<file path="src/rtl/tmr_pkg.sv">
package tmr_pkg;
  localparam int unsigned TMR_W_DEF    = 32;
  localparam int unsigned TICK_DIV_DEF = 4;
  localparam int unsigned N_LINES_DEF  = 8;

  function automatic int unsigned sel_width(input int unsigned n);
    return (n > 1) ? $clog2(n) : 1;
  endfunction
endpackage

</file>
<file path="src/rtl/tmr_prescale.sv">
module tmr_prescale #(
  parameter int unsigned DIV = tmr_pkg::TICK_DIV_DEF
) (
  input  logic clk,
  input  logic rst,
  input  logic run,
  input  logic restart,
  output logic tick
);
  generate
    if (DIV <= 1) begin : g_direct
      assign tick = run;
    end else begin : g_div
      localparam int unsigned PW = $clog2(DIV);
      localparam logic [PW-1:0] LAST = PW'(DIV - 1);
      logic [PW-1:0] phase_q;

      always_ff @(posedge clk) begin
        if (rst || restart) begin
          phase_q <= '0;
        end else if (run) begin
          phase_q <= (phase_q == LAST) ? '0 : phase_q + 1'b1;
        end
      end

      assign tick = run && (phase_q == LAST);
    end
  endgenerate
endmodule

</file>
<file path="src/rtl/tmr_core.sv">
module tmr_core #(
  parameter int unsigned W = tmr_pkg::TMR_W_DEF
) (
  input  logic         clk,
  input  logic         rst,
  input  logic         tick,
  input  logic         cnt_we,
  input  logic [W-1:0] cnt_wdata,
  input  logic         cmp_we,
  input  logic [W-1:0] cmp_wdata,
  output logic [W-1:0] count_q,
  output logic [W-1:0] compare_q,
  output logic         fire
);
  logic [W-1:0] count_inc;

  assign count_inc = count_q + 1'b1;
  // a hit needs an increment landing on the match value; writes suppress it
  assign fire = tick && !cnt_we && !cmp_we && (count_inc == compare_q);

  always_ff @(posedge clk) begin
    if (rst) begin
      count_q <= '0;
    end else if (cnt_we) begin
      count_q <= cnt_wdata;
    end else if (tick) begin
      count_q <= count_inc;
    end
  end

  always_ff @(posedge clk) begin
    if (rst) begin
      compare_q <= '0;
    end else if (cmp_we) begin
      compare_q <= cmp_wdata;
    end
  end
endmodule

</file>
<file path="src/rtl/tmr_route.sv">
module tmr_route #(
  parameter int unsigned N_LINES = tmr_pkg::N_LINES_DEF,
  parameter int unsigned SEL_W   = tmr_pkg::sel_width(N_LINES)
) (
  input  logic               clk,
  input  logic               rst,
  input  logic               fire,
  input  logic               ack,
  input  logic               rev2,
  input  logic [SEL_W-1:0]   line_sel,
  output logic [N_LINES-1:0] irq_q,
  output logic               pend_q
);
  logic hit_q;
  logic hit_n;

  assign hit_n = !ack && (hit_q || fire);

  always_ff @(posedge clk) begin
    if (rst) begin
      hit_q  <= 1'b0;
      pend_q <= 1'b0;
    end else begin
      hit_q <= hit_n;
      if (ack) begin
        pend_q <= 1'b0;
      end else if (fire && rev2) begin
        pend_q <= 1'b1;
      end
    end
  end

  generate
    for (genvar i = 0; i < N_LINES; i++) begin : g_line
      always_ff @(posedge clk) begin
        if (rst) begin
          irq_q[i] <= 1'b0;
        end else begin
          irq_q[i] <= hit_n && (line_sel == SEL_W'(i));
        end
      end
    end
  endgenerate
endmodule

</file>
<file path="src/rtl/tick_timer.sv">
module tick_timer #(
  parameter int unsigned W        = tmr_pkg::TMR_W_DEF,
  parameter int unsigned TICK_DIV = tmr_pkg::TICK_DIV_DEF,
  parameter int unsigned N_LINES  = tmr_pkg::N_LINES_DEF,
  parameter int unsigned SEL_W    = tmr_pkg::sel_width(N_LINES)
) (
  input  logic               clk,
  input  logic               rst,
  input  logic               freeze,
  input  logic               rev2,
  input  logic [SEL_W-1:0]   line_sel,
  input  logic               cnt_we,
  input  logic [W-1:0]       cnt_wdata,
  input  logic               cmp_we,
  input  logic [W-1:0]       cmp_wdata,
  output logic [W-1:0]       count_o,
  output logic [W-1:0]       compare_o,
  output logic [N_LINES-1:0] irq_o,
  output logic               pend_o
);
  logic tick;
  logic fire;

  tmr_prescale #(.DIV(TICK_DIV)) u_pre (
    .clk     (clk),
    .rst     (rst),
    .run     (!freeze),
    .restart (cnt_we),
    .tick    (tick)
  );

  tmr_core #(.W(W)) u_core (
    .clk       (clk),
    .rst       (rst),
    .tick      (tick),
    .cnt_we    (cnt_we),
    .cnt_wdata (cnt_wdata),
    .cmp_we    (cmp_we),
    .cmp_wdata (cmp_wdata),
    .count_q   (count_o),
    .compare_q (compare_o),
    .fire      (fire)
  );

  tmr_route #(.N_LINES(N_LINES), .SEL_W(SEL_W)) u_route (
    .clk      (clk),
    .rst      (rst),
    .fire     (fire),
    .ack      (cmp_we),
    .rev2     (rev2),
    .line_sel (line_sel),
    .irq_q    (irq_o),
    .pend_q   (pend_o)
  );
endmodule

</file>
<file path="config.mk">
export PLATFORM = sky130hd
export DESIGN_NAME = tick_timer
export DESIGN_NICKNAME = d
export VERILOG_FILES = /design/src/rtl/tmr_pkg.sv /design/src/rtl/tmr_prescale.sv /design/src/rtl/tmr_core.sv /design/src/rtl/tmr_route.sv /design/src/rtl/tick_timer.sv
export SDC_FILE = /design/constraint.sdc
export NUM_CORES = 1
export LEC_CHECK = 0
export BUFFER_PORTS_ARGS = -buffer_cell sky130_fd_sc_hd__buf_4
export CAP_MARGIN = 20
export CELL_PAD_IN_SITES_DETAIL_PLACEMENT = 1
export CELL_PAD_IN_SITES_GLOBAL_PLACEMENT = 1
export CORE_MARGIN = 1.5
export CORE_UTILIZATION = 38
export CTS_BUF_LIST = sky130_fd_sc_hd__clkbuf_4
export CTS_CLUSTER_DIAMETER = 150
export DETAILED_ROUTE_END_ITERATION = 10
export GPL_TIMING_DRIVEN = 0
export PLACE_DENSITY = 0.79
export SYNTH_ARGS = -nofsm -noshare
export SYNTH_HDL_FRONTEND = slang
export SYNTH_SLANG_ARGS = --single-unit
</file>
<file path="constraint.sdc">
create_clock -name clk -period 3.6 [get_ports clk]
set_input_delay 0.36 -clock clk [delete_from_list [all_inputs] [get_ports clk]]
set_output_delay 0.36 -clock clk [all_outputs]
set_load 0.05 [all_outputs]
</file>
==> metrics.txt, run 1 <==
CP max stage delay=570 ps; Most used DFF post-synth=dfxtp_1; CTS buffer count=9; antenna cells=0; multi-input logic area=0.00269 mm²; Psw=0.718 mW; switching share of total power=36.8%; WP data required=3980 ps; placed insts=832; adder-cell area share of the yosys netlist=0.797%; Die Ht=111 µm; syn nets=620; syn_area_per_cell=8.07 µm²; Synth top area share=34.6%; # port buffers=144; register bit count reported by yosys=76; Combinational Power Share=27.4%; Hold Slack=74.0 ps; vias in the first global route=4648; Synth Area in XOR/XNOR=13.3%; Setup CP Type=reg2reg; first-pass GRT wire length=24000 µm; WL met2=7450 µm; Max Buffers Root-to-Sink=2; Routed Antenna Nets=0; setup total negative slack=0 ps; residual DRC count=0; Area contributors post-synth=dfxtp_1 35%, nor2_1 8.7%, mux2i_1 8.2%; pwr/cell area=334 mW/mm²; WP data arrival=3870 ps; Leakage=2.45 nW; Clock Root Buffer=clkbuf_4; Max VDD drop=190 µV; number of synthesized flops with an enable pin=0; register area=0.00154 mm²; Post-Layout Cell Count=847; final count of pins violating max slew=0; GRT overflow=0; H-tree depth=3; placed instance area=0.00567 mm²; CTS tree=built; Layout Skew=14.0 ps; die width=111 µm; Final Cell Area=0.00584 mm²; startpoint types=flip-flop; Crit path max-delay family=simple AND/OR/NAND/NOR gates; final worst path period share=97.0%; synth warn=0; total design power=1.95 mW; Fin. Hold Viols=0; vias per cell=5.37; clock insertion delay at the later pin of the skew report=480 ps; met3 routed WL=670 µm; initial antenna violation count=0; Total GRT Usage=24.4%; Rows=39; Synth area leader=dfxtp_1; First-pass DRT Iterations=4; Vias=4546; Die ar.=0.0122 mm²; Bufs and invs on worst path=2; gpl congestion=0.849; Slew headroom=43.7%; FF-to-FF setup slack=110 ps; DP HPWL=11800 µm; drt total wl=15200 µm; crit end category=flip-flop; Final min period=3490 ps; layout cell share with drive strength beyond 1=29.3%; Final setup viols=0; largest family of logic cells by synthesized area=simple AND/OR/NAND/NOR gates; mux cell area share after synthesis=8.45%; top sig layer=met4; Power Internal=1.23 mW; M1 WL=6720 µm; area fraction in and, or, nand and nor cells after synthesis=25.9%; sequential fraction of design power=48.4%; CTS clk-pin slew, worst paths=140 ps; min-delay worst type=in2reg; Post-Syn Instances=545; pin count of the biggest net entering global routing=14; Final Net Count=774; Max-cap violations=0; area grow syn2layout=32.8%; Starting Density=38.7%; Compound-Gate Fraction of Synth Area=11.3%; sequential fraction of the synthesis area=34.6%; Worst-Margin Slew=844 ps; Top Ports=146; CP max-delay cell=or4_4; Placeable Area=0.0114 mm²; Initial DRC Count=139; CP Cell Sequence=clkbuf_2 > nand2_2 > or4_4 > nor4_2 > mux2_2 > a2111oi_4 > nand4_1 > or4_1 > buf_6 > a2111oi_1; worst-path fanout max=10; asr flop ratio synth=0%; Fill cells=1420; Synth Cell Area=0.00440 mm²; clock share of power=24.2%; status=finished, final reports clean; Synth cell types=55; WL per Instance=18.0 µm; Fmax achieved=286 MHz; Clock Sinks=76
==> cell usage in the layout (no fill, tap or decap), types with 5 or more instances in the layout <==
master    instances
dfxtp_2           8
clkbuf_1         11
nor4_1            6
buf_4           149
mux2i_1          36
or3_1             7
clkbuf_4         10
nor3_1           21
inv_1             8
nand4_1          17
nor2b_1           5
xor2_1           28
nand3_1          18
nand2_1          29
buf_1             9
buf_2             5
dfxtp_1          67
a21oi_1          43
xnor2_1          39
a31oi_1           6
nor2_1          102
o21ai_0          10
==> cell usage after synthesis (all sizes together) (2+ instances only) <==
master	number
nor2	102
clkbuf	16
a21oi	43
nand4	19
a2111oi	5
xnor2	39
nand3	19
a31oi	6
nor4	10
buf	24
or3	8
nor3	21
nor2b	5
o311a	2
and3	4
nand2b	3
or4	3
and4	4
o21ai	10
ha	2
o31ai	3
nand2	30
inv	8
dfxtp	76
mux2i	36
xor2	28
and2	2
==> what timing repair did <==
| item | CTS | global route |
|---|---|---|
| hold buffers | 0 | 0 |
| buffers inserted | 2 | 0 |
| endpoints found under the hold margin | 0 | 0 |
| pin swaps | 3 | 1 |
| resized for setup | 5 | 9 |
| endpoints found under the setup margin | 4 | 4 |
==> through the flow <==
| step | setup WS, ps | utilization (%) |
|---|---|---|
| after CTS | 28.7 | 51.2 |
| after global placement | -128 | 49.9 |
| after floorplan | 10.4 | - |
| after global routing | -4.66 | 51.4 |
| after detailed placement | -225 | 49.9 |
| final | 109 | 51.4 |
==> worst paths after layout <==
check	cells after the start	to	from
worst min register to register	2	u_route.pend_q$_SDFFE_PP0P_	u_route.pend_q$_SDFFE_PP0P_
worst max register to register	10	u_route.irq_q[5]$_SDFF_PP0_	u_core.count_q[10]$_SDFFE_PP0P_
worst min-delay path	2	u_route.irq_q[1]$_SDFF_PP0_	line_sel[2]
worst max-delay path	10	u_route.irq_q[5]$_SDFF_PP0_	u_core.count_q[10]$_SDFFE_PP0P_
==> cell families after synthesis <==
family,Yosys count
adder cells (fa/ha/maj),3
AND/OR/NAND/NOR,234
flip-flops,76
XOR/XNOR,67
AO/OA/AOI/OAI,80
buffers and inverters,48
multiplexers,37
==> worst reg2reg max path: cells and delay by family, from the launching register on <==
| family | cells | cell delay [ps] |
|---|---|---|
| flip-flops | 1 | 360 |
| multiplexers | 1 | 390 |
| AO/OA/AOI/OAI | 2 | 670 |
| buffers and inverters | 2 | 370 |
| AND/OR/NAND/NOR | 5 | 1620 |
==> flip-flops by register name, summed over array words and instances (netlist names) <==
signal	count
u_route.hit_q	1
u_core.compare_q	32
u_pre.g_div.phase_q	2
u_route.pend_q	1
u_route.irq_q	8
u_core.count_q	32
==> power groups by stage <==
stage               sequential [mW]  clock [mW]  combinational, mW
floorplan                      1.08           0              0.200
global placement              0.954           0              0.518
finish                        0.943       0.472              0.533
CTS                           0.942       0.475              0.534
global route                  0.951       0.513              0.567
detailed placement            0.957           0              0.531
==> cell type report <==
type | count | area share (%)
buffer | 37 | 3.49
sequential | 76 | 26.3
clock buffer | 9 | 1.16
multi-input combinational | 421 | 46.0
tap | 143 | 3.06
clock inverter | 7 | 0.728
timing repair buffer | 146 | 18.8
inverter | 8 | 0.514
==> routing by layer <==
metal / track usage [%] / up-vias
li1: - / 2203
met1: 30.3 / 2192
met2: 42.7 / 122
met3: 4.23 / 29
met4: 8.29 / 0
met5: 0 / -
Note: power is estimated with default switching activity, not from simulation.
==> run 2, diff against run 1 <==
PLACE_DENSITY = unset   (was 0.79)
PLACE_DENSITY_LB_ADDON = 0.1   (was unset)
==> run 2 against run 1 <==
Net effect:
- utilization increased by 0.98 points
- first-iteration DRC count up 74%
- non-clock buffer count down 1
- clock power grew 49%
- register-to-register slack is essentially flat
- sequential share of layout area is 0.45 points lower
- via count increased by 0.55%
- sequential cell count is the same
- combinational power about the same
- critical path type unchanged
- largest power group unchanged
==> metrics.txt, run 2 (synthesis results as in run 1) <==
Top Ports=146 (unchanged); First-pass DRT Iterations=4 (unchanged); Max-cap violations=0 (unchanged); Total GRT Usage=25.7% (+1.3 points); Psw=0.731 mW (+1.9%); Routed Antenna Nets=0 (unchanged); H-tree depth=3 (unchanged); switching share of total power=33.6% (-3.3 points); sequential fraction of design power=43.4% (-5.0 points); Fill cells=1396 (-1.7%); Most Crowded Layer GR=met2; most common cell after layout, fill and taps aside=buf_4; GRT overflow=0 (unchanged); WP data required=3970 ps (about the same); Crit path max-delay family=simple AND/OR/NAND/NOR gates; Combinational Power Share=24.4% (-3.0 points); Final Cell Area=0.00595 mm² (+1.9%); first-pass GRT wire length=24800 µm (+3.7%); layout cell share with drive strength beyond 1=29.6% (+0.33 points); clock insertion delay at the later pin of the skew report=460 ps (-20 ps); Starting Density=38.7% (unchanged); Max Buffers Root-to-Sink=2 (unchanged); Leakage=2.51 nW (+2.1%); Die ar.=0.0122 mm² (unchanged); Post-CTS Hold Buffers=0 (unchanged); drt total wl=15700 µm (+3.0%); DP HPWL=12000 µm (+1.3%); most frequent cells in the layout=147 x buf_4, 102 x nor2_1, 67 x dfxtp_1, 43 x a21oi_1, 39 x xnor2_1; min-delay worst type=in2reg; Fin. Hold Viols=0 (unchanged); pin count of the biggest net entering global routing=15 (+1); initial antenna violation count=0 (unchanged); grt met3 use=4.06% (-0.16 points); Rows=39 (unchanged); CTS clk-pin slew, worst paths=140 ps (about the same); worst-path fanout max=10 (unchanged); CTS buffer count=9 (unchanged); Setup CP Type=reg2reg; WP data arrival=3870 ps (about the same); Power Internal=1.45 mW (+18%); Bufs and invs on worst path=1 (-1); placed instance area=0.00567 mm² (unchanged); Die Ht=111 µm (unchanged); RSZ-0062 raised after global routing=no; CTS tree=built; Final Net Count=773 (-0.13%); final worst path period share=97.3% (+0.28 points); top flop regs=u_core.compare_q x32, u_core.count_q x32, u_route.irq_q x8; status=finished, final reports clean; vias per cell=5.40 (+0.55%); crit end category=flip-flop; Vias=4571 (+0.55%); die width=111 µm (unchanged); Clock Root Buffer=clkbuf_4; Fmax achieved=286 MHz (-0.29%); global routing usage on met2=44.7% (+1.9 points); Layout Skew=12.6 ps (-1.41 ps); Hold Slack=84.4 ps (+10.4 ps); fin util=52.4% (+0.98 points); Placeable Area=0.0114 mm² (unchanged); CP max-delay cell=or4_4; vias in the first global route=4782 (+2.9%); CP Cell Sequence=nand2_1 > or4_4 > nor4_4 > mux2_1 > a2111oi_2 > nand4_1 > or4_4 > buf_6 > a2111oi_2; GRT met1 Usage=32.1% (+1.8 points); Slew headroom=34.6% (-9.1 points); pwr/cell area=366 mW/mm² (+9.7%); Worst-Margin Slew=980 ps (+137 ps); area grow syn2layout=35.4%; residual DRC count=0 (unchanged); CP max stage delay=600 ps (+30 ps); Clock Sinks=76 (unchanged); startpoint types=flip-flop; gpl congestion=0.842 (-0.86%); total design power=2.18 mW (+12%); Final min period=3500 ps (+10.2 ps); Max VDD drop=192 µV (+1.0%); # port buffers=144 (unchanged); clock share of power=32.2% (+8.0 points); WL per Instance=18.5 µm (+3.0%); Initial DRC Count=242 (+74%); Final setup viols=0 (unchanged); final count of pins violating max slew=0 (unchanged)
-- run 2: worst reg2reg max path: cells and delay by family (launching register included) --
kind                   cells  cell delay, ps
AO/OA/AOI/OAI              2             680
buffers and inverters      1             170
flip-flops                 1             480
AND/OR/NAND/NOR            5            1730
multiplexers               1             360
-- run 2: area by class of cell --
type	instances	area, µm²	area share (%)
Antenna cell	1	2.50	0.0420
Buffer	36	204	3.43
Clock buffer	9	67.6	1.13
Clock inverter	7	124	2.08
Inverter	8	30.0	0.504
Multi-Input combinational cell	421	2710	45.6
Sequential cell	76	1540	25.8
Tap cell	143	179	3.01
Timing Repair Buffer	146	1100	18.4
-- run 2: worst paths after layout --
kind                                                     start                     endpoint  slack, ps  cells after the start
worst max-delay path            u_core.count_q[9]$_SDFFE_PP0P_  u_route.irq_q[4]$_SDFF_PP0_        100                      9
worst min-delay path                               line_sel[2]  u_route.irq_q[0]$_SDFF_PP0_         80                      2
worst max register to register  u_core.count_q[9]$_SDFFE_PP0P_  u_route.irq_q[4]$_SDFF_PP0_        100                      9
worst min register to register     u_route.pend_q$_SDFFE_PP0P_  u_route.pend_q$_SDFFE_PP0P_        490                      2
-- run 2: metrics by stage --
stage	setup slack, ps	instances	TNS (ps)
global route	13.8	846	0
global placement	-158	832	-563
finish	98.9	847	0
floorplan	10.4	545	0
CTS	3.93	848	0
detailed placement	-202	832	-663
-- run 2: power groups by stage --
| stage | Clock [mW] | Sequential [mW] | Combinational (mW) |
|---|---|---|---|
| after floorplan | 0 | 1.08 | 0.200 |
| after global placement | 0 | 0.953 | 0.521 |
| after detailed placement | 0 | 0.955 | 0.533 |
| after CTS | 0.721 | 0.941 | 0.535 |
| after global routing | 0.753 | 0.952 | 0.566 |
| final | 0.702 | 0.945 | 0.532 |
-- run 2: repair_timing --
action                     in CTS  in global routing
setup endpoints to repair       4                  4
setup buffers                   2                  0
pin swaps                       2                  1
resized for setup               8                 11
-- run 2: metal layers --
layer,vias to the layer above,share of wire [%]
li1,2201,-
met1,2221,43
met2,128,50
met3,21,5.2
met4,0,1.9
met5,-,0
